<file path="config.mk">
export PLATFORM = sky130hd
export DESIGN_NAME = idx_port_ctl
export DESIGN_NICKNAME = d
export VERILOG_FILES = /design/src/rtl/idx_port_pkg.sv /design/src/rtl/idx_addr_latch.sv /design/src/rtl/idx_lock_guard.sv /design/src/rtl/idx_read_pipe.sv /design/src/rtl/idx_port_ctl.sv
export SDC_FILE = /design/constraint.sdc
export NUM_CORES = 1
export LEC_CHECK = 0
export BUFFER_PORTS_ARGS = -buffer_cell sky130_fd_sc_hd__clkbuf_2
export CORE_ASPECT_RATIO = 1.4
export CORE_MARGIN = 2
export CORE_UTILIZATION = 40
export DETAILED_ROUTE_END_ITERATION = 8
export PLACE_DENSITY = 0.74
export SYNTH_ARGS = -nofsm -noshare
export SYNTH_HDL_FRONTEND = slang
export SYNTH_SLANG_ARGS = --single-unit
</file>
<file path="constraint.sdc">
create_clock -name clk -period 3.65 [get_ports clk]
set_input_delay 0.9125 -clock clk [delete_from_list [all_inputs] [get_ports clk]]
set_output_delay 0.9125 -clock clk [all_outputs]
set_load 0.005 [all_outputs]
</file>
<file path="src/rtl/idx_port_pkg.sv">
package idx_port_pkg;

  // Decoding of the four-byte I/O window.
  typedef enum logic [1:0] {
    OFF_PTR_LO = 2'd0,
    OFF_PTR_HI = 2'd1,
    OFF_RSVD   = 2'd2,
    OFF_DATA   = 2'd3
  } io_off_e;

  // Byte value returned for anything that does not read memory.
  localparam logic [7:0] FILL_BYTE = 8'hFF;

endpackage

</file>
<file path="src/rtl/idx_addr_latch.sv">
module idx_addr_latch #(
  parameter int BYTE_W = 8,
  parameter int LANES  = 2,
  localparam int PTR_W = BYTE_W * LANES
) (
  input  logic              clk,
  input  logic              rst,
  input  logic [LANES-1:0]  ld,
  input  logic              clr,
  input  logic [BYTE_W-1:0] din,
  output logic [PTR_W-1:0]  q
);

  logic [BYTE_W-1:0] lane_q [LANES];

  for (genvar k = 0; k < LANES; k++) begin : g_lane
    always_ff @(posedge clk) begin
      if (rst) begin
        lane_q[k] <= '0;
      end else if (clr) begin
        lane_q[k] <= '0;
      end else if (ld[k]) begin
        lane_q[k] <= din;
      end
    end

    // a loaded lane takes the presented byte
    p_lane_load_r1: assert property (@(posedge clk) disable iff (rst)
      (ld[k] && !clr) |=> (lane_q[k] == $past(din)));
  end

  always_comb begin
    q = '0;
    for (int k = 0; k < LANES; k++) begin
      q[k*BYTE_W +: BYTE_W] = lane_q[k];
    end
  end

  // a data write leaves a zero pointer
  p_ptr_clear_r3: assert property (@(posedge clk) disable iff (rst)
    clr |=> (q == '0));

endmodule

</file>
<file path="src/rtl/idx_lock_guard.sv">
module idx_lock_guard #(
  parameter int ADDR_W    = 16,
  parameter int MEM_BYTES = 8192,
  parameter int NUM_LOCKS = 2,
  parameter int LOCK_BASE = 32,
  parameter int LOCK_SPAN = 16,
  localparam int SEL_W    = (NUM_LOCKS > 1) ? $clog2(NUM_LOCKS) : 1
) (
  input  logic              clk,
  input  logic              rst,
  input  logic              flip,
  input  logic [SEL_W-1:0]  sel,
  input  logic [ADDR_W-1:0] addr,
  output logic              deny
);

  localparam logic [ADDR_W:0] SIZE_LIM = (ADDR_W+1)'(MEM_BYTES);

  logic [NUM_LOCKS-1:0] lock_q;
  logic [NUM_LOCKS-1:0] flip_mask;
  logic [NUM_LOCKS-1:0] win_hit;
  logic [ADDR_W:0]      addr_x;
  logic                 beyond;

  assign addr_x = {1'b0, addr};

  always_comb begin
    flip_mask = '0;
    for (int n = 0; n < NUM_LOCKS; n++) begin
      flip_mask[n] = flip && (sel == SEL_W'(n));
    end
  end

  always_ff @(posedge clk) begin
    if (rst) begin
      lock_q <= '0;
    end else begin
      lock_q <= lock_q ^ flip_mask;
    end
  end

  for (genvar n = 0; n < NUM_LOCKS; n++) begin : g_win
    localparam logic [ADDR_W:0] WIN_LO = (ADDR_W+1)'(LOCK_BASE + n * LOCK_SPAN);
    localparam logic [ADDR_W:0] WIN_HI = (ADDR_W+1)'(LOCK_BASE + (n + 1) * LOCK_SPAN);
    assign win_hit[n] = lock_q[n] && (addr_x >= WIN_LO) && (addr_x < WIN_HI);
  end

  assign beyond = (addr_x >= SIZE_LIM);
  assign deny   = (|win_hit) || beyond;

  // a flip request changes exactly one lock bit
  p_flip_one_r6: assert property (@(posedge clk) disable iff (rst)
    flip |=> ($countones(lock_q ^ $past(lock_q)) == 1));

  // without a request the locks hold
  p_lock_hold_r6: assert property (@(posedge clk) disable iff (rst)
    !flip |=> $stable(lock_q));

endmodule

</file>
<file path="src/rtl/idx_read_pipe.sv">
module idx_read_pipe #(
  parameter int BYTE_W = 8
) (
  input  logic              clk,
  input  logic              rst,
  input  logic              rd_req,
  input  logic              rd_hit,
  input  logic [BYTE_W-1:0] mem_rdata,
  output logic [BYTE_W-1:0] io_rdata,
  output logic              io_rvalid
);

  logic pend_q;
  logic hit_q;

  // Stage 1: memory is sampling the address on this same edge.
  always_ff @(posedge clk) begin
    if (rst) begin
      pend_q <= 1'b0;
      hit_q  <= 1'b0;
    end else begin
      pend_q <= rd_req;
      hit_q  <= rd_req && rd_hit;
    end
  end

  // Stage 2: register the returned byte or the fill value.
  always_ff @(posedge clk) begin
    if (rst) begin
      io_rvalid <= 1'b0;
      io_rdata  <= '1;
    end else begin
      io_rvalid <= pend_q;
      if (pend_q) begin
        io_rdata <= hit_q ? mem_rdata : '1;
      end
    end
  end

  // every read request is answered two edges later
  p_rvalid_lat_r4: assert property (@(posedge clk) disable iff (rst)
    rd_req |=> ##1 io_rvalid);

  // a request that misses memory answers all ones
  p_miss_fill_r5: assert property (@(posedge clk) disable iff (rst)
    (pend_q && !hit_q) |=> (io_rvalid && io_rdata == '1));

  // no spurious valid
  p_no_stray_r4: assert property (@(posedge clk) disable iff (rst)
    !pend_q |=> !io_rvalid);

endmodule

</file>
<file path="src/rtl/idx_port_ctl.sv">
module idx_port_ctl #(
  parameter int BYTE_W     = 8,
  parameter int MEM_BYTES  = 8192,
  parameter int NUM_LOCKS  = 2,
  parameter int LOCK_BASE  = 32,
  parameter int LOCK_SPAN  = 16,
  localparam int PTR_LANES = 2,
  localparam int PTR_W     = BYTE_W * PTR_LANES,
  localparam int MEM_AW    = (MEM_BYTES > 1) ? $clog2(MEM_BYTES) : 1,
  localparam int SEL_W     = (NUM_LOCKS > 1) ? $clog2(NUM_LOCKS) : 1
) (
  input  logic              clk,
  input  logic              rst,
  input  logic              io_sel,
  input  logic              io_wr,
  input  logic [1:0]        io_off,
  input  logic [BYTE_W-1:0] io_wdata,
  output logic [BYTE_W-1:0] io_rdata,
  output logic              io_rvalid,
  input  logic              lock_flip,
  input  logic [SEL_W-1:0]  lock_sel,
  output logic [MEM_AW-1:0] mem_addr,
  output logic              mem_we,
  output logic [BYTE_W-1:0] mem_wdata,
  input  logic [BYTE_W-1:0] mem_rdata
);

  import idx_port_pkg::*;

  io_off_e              off;
  logic                 wr_req;
  logic                 rd_req;
  logic [PTR_LANES-1:0] ptr_ld;
  logic                 data_wr;
  logic [PTR_W-1:0]     ptr_q;
  logic                 deny;
  logic                 rd_hit;

  assign off     = io_off_e'(io_off);
  assign wr_req  = io_sel && io_wr;
  assign rd_req  = io_sel && !io_wr;
  assign data_wr = wr_req && (off == OFF_DATA);

  always_comb begin
    ptr_ld    = '0;
    ptr_ld[0] = wr_req && (off == OFF_PTR_LO);
    ptr_ld[1] = wr_req && (off == OFF_PTR_HI);
  end

  idx_addr_latch #(
    .BYTE_W (BYTE_W),
    .LANES  (PTR_LANES)
  ) u_ptr (
    .clk  (clk),
    .rst  (rst),
    .ld   (ptr_ld),
    .clr  (data_wr),
    .din  (io_wdata),
    .q    (ptr_q)
  );

  idx_lock_guard #(
    .ADDR_W    (PTR_W),
    .MEM_BYTES (MEM_BYTES),
    .NUM_LOCKS (NUM_LOCKS),
    .LOCK_BASE (LOCK_BASE),
    .LOCK_SPAN (LOCK_SPAN)
  ) u_guard (
    .clk  (clk),
    .rst  (rst),
    .flip (lock_flip),
    .sel  (lock_sel),
    .addr (ptr_q),
    .deny (deny)
  );

  assign rd_hit = (off == OFF_DATA) && !deny;

  idx_read_pipe #(
    .BYTE_W (BYTE_W)
  ) u_rd (
    .clk       (clk),
    .rst       (rst),
    .rd_req    (rd_req),
    .rd_hit    (rd_hit),
    .mem_rdata (mem_rdata),
    .io_rdata  (io_rdata),
    .io_rvalid (io_rvalid)
  );

  assign mem_addr  = ptr_q[MEM_AW-1:0];
  assign mem_we    = data_wr && !deny;
  assign mem_wdata = io_wdata;

  // memory is written only by a data-offset write strobe
  p_we_source_r3: assert property (@(posedge clk) disable iff (rst)
    mem_we |-> (io_sel && io_wr && io_off == 2'd3));

  // a read leaves the pointer in place
  p_read_keeps_ptr_r4: assert property (@(posedge clk) disable iff (rst)
    rd_req |=> $stable(mem_addr));

  // reserved-offset writes touch nothing
  p_rsvd_inert_r8: assert property (@(posedge clk) disable iff (rst)
    (io_sel && io_wr && io_off == 2'd2) |-> (!mem_we ##1 $stable(mem_addr)));

  // idle after reset
  p_reset_idle_r9: assert property (@(posedge clk)
    $past(rst) |-> (!io_rvalid && mem_addr == '0));

endmodule

</file>
Yosys cells after proc, flatten, opt, wreduce, memory -nomap -nowiden
Memories as Yosys holds them, arrays and structs flattened.
Cells that the tools add are included.
{"block": "word_totals", "wordCells": 56, "ramBits": 16, "inputBits": 24, "ff_bits": 13, "memories": 1}
{"memory": "u_ptr.lane_q", "depth": 2, "width": 8, "rd": 2, "rd_clocked_by_memory_dff": 0, "wr": 2, "line_no": "idx_addr_latch.sv:14", "source": "logic [BYTE_W-1:0] lane_q [LANES];"}
{"block": "op_classes", "reduce_logical": 19, "n_bitwise": 6, "mux": 18, "order_cmp": 5, "eq_ne": 2}
{"op": "$mux 8", "n": 5}
{"op": "$ge 16x6->1 const B", "n": 2}
{"op": "$ge 16x14->1 const B", "n": 1}
{"op": "$lt 16x6->1 const B", "n": 1}
{"op": "$lt 16x7->1 const B", "n": 1}
{"op": "$logic_and 1x1->1", "n": 14}
{"op": "$mux 1", "n": 13}
{"op": "$or 1x1->1", "n": 4}
{"op": "$eq 2x1->1 const B", "n": 1}
{"op": "$eq 2x2->1 const B", "n": 1}
{"op": "$logic_not 1->1", "n": 2}
{"op": "$logic_not 2->1", "n": 1}
{"op": "$reduce_or 2->1", "n": 1}
{"op": "$xor 2x2->2", "n": 1}
{"op": "$logic_or 1x1->1", "n": 1}
{"op": "$not 1->1", "n": 1}

Logic depth before layout (Yosys ltp)
An unclocked memory read counts as a cell.
{"block": "depth", "ltp_word": 9, "mapped_depth": 4, "mapped_depth_nobuf": 3}

Hierarchy
Synthesis repeated with hierarchy kept, for this count alone.
{"block": "unflattened", "hier_cells": 109, "area_unflattened_um2": 1398.8}
{"module": "idx_addr_latch", "seq_area_each_um2": 480.5, "area_per_inst_um2": 762.0, "n_inst": 1, "cells_per_inst": 36}
{"module": "idx_read_pipe", "seq_area_each_um2": 220.2, "area_per_inst_um2": 396.6, "n_inst": 1, "cells_per_inst": 43}
{"module": "idx_lock_guard", "seq_area_each_um2": 40.0, "area_per_inst_um2": 126.4, "n_inst": 1, "cells_per_inst": 14}
{"module": "idx_port_ctl", "seq_area_each_um2": 0.0, "area_per_inst_um2": 113.9, "n_inst": 1, "cells_per_inst": 16}

Least setup slack after synthesis
Ideal clock, no wire load.
{"block": "synth_path", "path_kind": "input-to-output", "startpoint": "input port io_off[1]", "endpoint": "output port mem_we", "stages": 2, "arrival_ns": 1.549, "path_slack_ns": 1.189, "required_ns": 2.738, "path_cell_list": "or4b_1 nor3_1"}
{"block": "synth_between", "elab_chain_len": 3}
{"item": "start, declared", "line_no": "idx_port_ctl.sv:16", "source": "input logic [1:0] io_off,"}
{"item": "$eq 2x2->1", "line_no": "idx_port_ctl.sv:42", "source": "assign data_wr = wr_req && (off == OFF_DATA);"}
{"item": "$logic_and 1x1->1", "line_no": "idx_port_ctl.sv:42"}
{"item": "$logic_and 1x1->1", "line_no": "idx_port_ctl.sv:92", "source": "assign mem_we = data_wr && !deny;"}
{"item": "end, declared", "line_no": "idx_port_ctl.sv:23", "source": "output logic mem_we,"}
Every way passes these cells.

Worst setup path after layout
Same ends and word-level chain as after synthesis.

==> results.md <==
* Setup total negative slack at 0 ps
* Port Buffers at between 50 and 60
* Post-synthesis compound-gate area fraction at 4.475%
* Ports at 55
* Largest family of logic cells by synthesized area: simple AND/OR/NAND/NOR gates
* Antenna cell count at 0
* GR Layer Usage met1 at 13.79%
* Vias per inst at 4.723
* Row count at 24
* Critical path fanouts, max at 3
* Post-synthesis adder-cell area fraction at 0%
* Relative slew slack at a little under three quarters
* Routed WL per cell at 12.66 microns
* Die footprint at 3692 sq um
* DR vias at between 800 and 900
* Vias in the first global route at 875
* Status: complete, no violations
* Layout Skew at approximately 1.8 ps
* RSZ-0062 raised after global routing: false
* Min Clock Period, post-route at ~2700 ps
* GRT busiest layer: met2
* Fillers at 292
* Largest cells by area after synthesis: edfxtp_1 (37%), dfxtp_1 (20%), buf_4 (12%)
* HP Class: reg2reg
* H-tree levels at 2
* Share of cells above drive strength 1 at a little over two fifths
* Worst-path clk slew at roughly 60 ps
* Antenna viol nets, final at 0
* Hold_buf cts at 0
* Synth Area in XOR/XNOR at 1.362%
* TritonCTS clock tree: yes
* Die width at 51.93 microns
* Total CTS buffers at 5
* Overall power after layout at 0.0006616 W
* Post-route clock period utilization at 73.19%
* Die span in y at 71.10 microns
* FMAX at ~370 MHz
* Clock latency on the worst-skew pair at 270 ps
* Max IR drop VDD at 0.2263 mV
* Grt ovf at 0
* Area of the multi-input gates at roughly 380 sq um
* Syn_area_per_cell at 11.69 sq um
* Largest net degree at the start of global routing at 16
* Mux contribution to synthesized area at 0.7782%
* Final Max Tran Viols at 0
* Synth warnings at 0
* Core area at 3093 sq um
* DRC at 0
* Initial Util at about 42%
* Final nets at 172
* PD cells at between 400 and 500 nW/um^2
* Seq cells post-synth at 29
* Met3 Use GR at 6.540%
* Initial antenna violation count at 0
* CTS Sinks at 29
* Distinct cells, synth at 22
* All-Layer GR Usage at 14.54%
* Crit path DAT at 1760 ps
* Sequential fraction of the synthesis area at 57.59%
* CTS Root Buffer Type: clkbuf_8
* Final GP Congestion at 0.6859
* DP Wirelength at 1832 microns
* Setup repair bufs after CTS at 0
* DRT Wirelength at 2380 microns
* Worst Path Required at 2740 ps
* Net Count, Synth at about 130
* Post-Syn Area at approximately 1300 sq um
* FF+latch area at 740.7 sq um
* Clock buffer depth at 2
* Pleak at 0.6438 nW
* First-pass GRT wire length at 3746 microns
* Hold Vio Cnt, Final at 0
* GR Util met2 at 25.18%
* Post-synthesis simple-gate area fraction at 22.96%
* First drt pass iteration count at 4
* Post-CTS resize count at 0
* Final setup viols at 0
* Yosys top cell area share at between 30% and 40%
* Crit end category: primary output
* P&R area growth vs syn at 18.29%
* Least-Margin Pin Slew at 426.4 ps
* Startpoint types: primary input
* Synth area leader: edfxtp_1
* Detailed router's first-iteration violation count at 6
* Max_cap viols at 0
* Kind of critical path: in2out
* Gate Count Post-Synth at 110
metrics by stage:
stage | worst slack (ps) | util [%] | instance area, sq um | cells | hold slack, ps
5_1_grt | 940.3 | 49.19 | 1521 | 188 | 510.0
2_1_floorplan | 1189 | - | 1286 | 110 | 473.0
3_5_place_dp | 972.3 | 46.56 | 1440 | 180 | 476.1
4_1_cts | 971.1 | 49.19 | 1521 | 188 | 489.8
3_3_place_gp | 985.0 | 46.56 | 1440 | 180 | 464.9
6_report | 978.4 | 49.19 | 1521 | 188 | 487.7
cell families (layout without fill, tap and decap cells):
| group | after synthesis | in the layout |
|---|---|---|
| simple gates | 46 | 46 |
| flops | 29 | 29 |
| buf+inv | 23 | 62 |
| compound gates | 9 | 9 |
| xor+xnor | 2 | 2 |
| mux | 1 | 1 |
flip-flops by register name (all words and copies together) (netlist names):
signal and flops:
u_rd.hit_q 1, u_guard.lock_q 2, u_rd.pend_q 1, u_ptr.lane_q 16
u_rd.io_rdata 8, u_rd.io_rvalid 1
cells in the mapped netlist (all sizes together):
cell	n
a41oi	1
and2	16
buf	21
clkbuf	2
dfxtp	13
edfxtp	16
mux2i	1
nand2	2
nand2b	12
nand3	1
nand3b	2
nor2	4
nor2b	2
nor3	3
nor4	1
o21ai	1
o22ai	7
or4	1
or4b	2
xnor2	1
xor2	1
layout by cell type (no fill, tap or decap), types with 4 or more instances in the layout:
cell type   n
edfxtp_1   16
and2_1     16
clkbuf_2   54
dfxtp_1    13
nor2_1      4
clkbuf_8    5
nand2b_1   12
o22ai_1     7
critical path: stages:
cell and delay (ps):
clkbuf_2 90, or4b_1 470, nor3_1 150, clkbuf_2 140
power breakdown:
part | switching, W | internal (W) | total, W
Combinational | 0.0000270 | 0.0000273 | 0.0000543
Sequential | 0.00000781 | 0.000361 | 0.000368
Clock | 0.000111 | 0.000128 | 0.000239
Total | 0.000146 | 0.000516 | 0.000662
routing by layer:
layer	part of all wire (%)	up-vias	routed length, microns
met5	0	-	0
met4	2.1	0	49
met3	8.7	5	208
met2	53	41	1257
met1	36	409	865
li1	-	433	-
area by class of cell:
cell class                      instances  area share (%)
Clock buffer                            5           4.523
Timing Repair Buffer                   54           17.76
Sequential cell                        29           48.68
Clock inverter                          3          0.8224
Multi-Input combinational cell         58           25.00
Tap cell                               39           3.207
final timing paths:
kind / slack (ps) / to / depth (start not counted) / start
min reg2reg: 490 / u_rd.io_rdata[1] / 2 / u_rd.io_rdata[1]
max: 980 / mem_we / 4 / io_off[1]
min: 490 / u_rd.io_rdata[1] / 2 / u_rd.io_rdata[1]
max reg2reg: 2250 / u_rd.hit_q / 3 / u_ptr.lane_q[1][0]
Power figures use the tool's default switching activity.
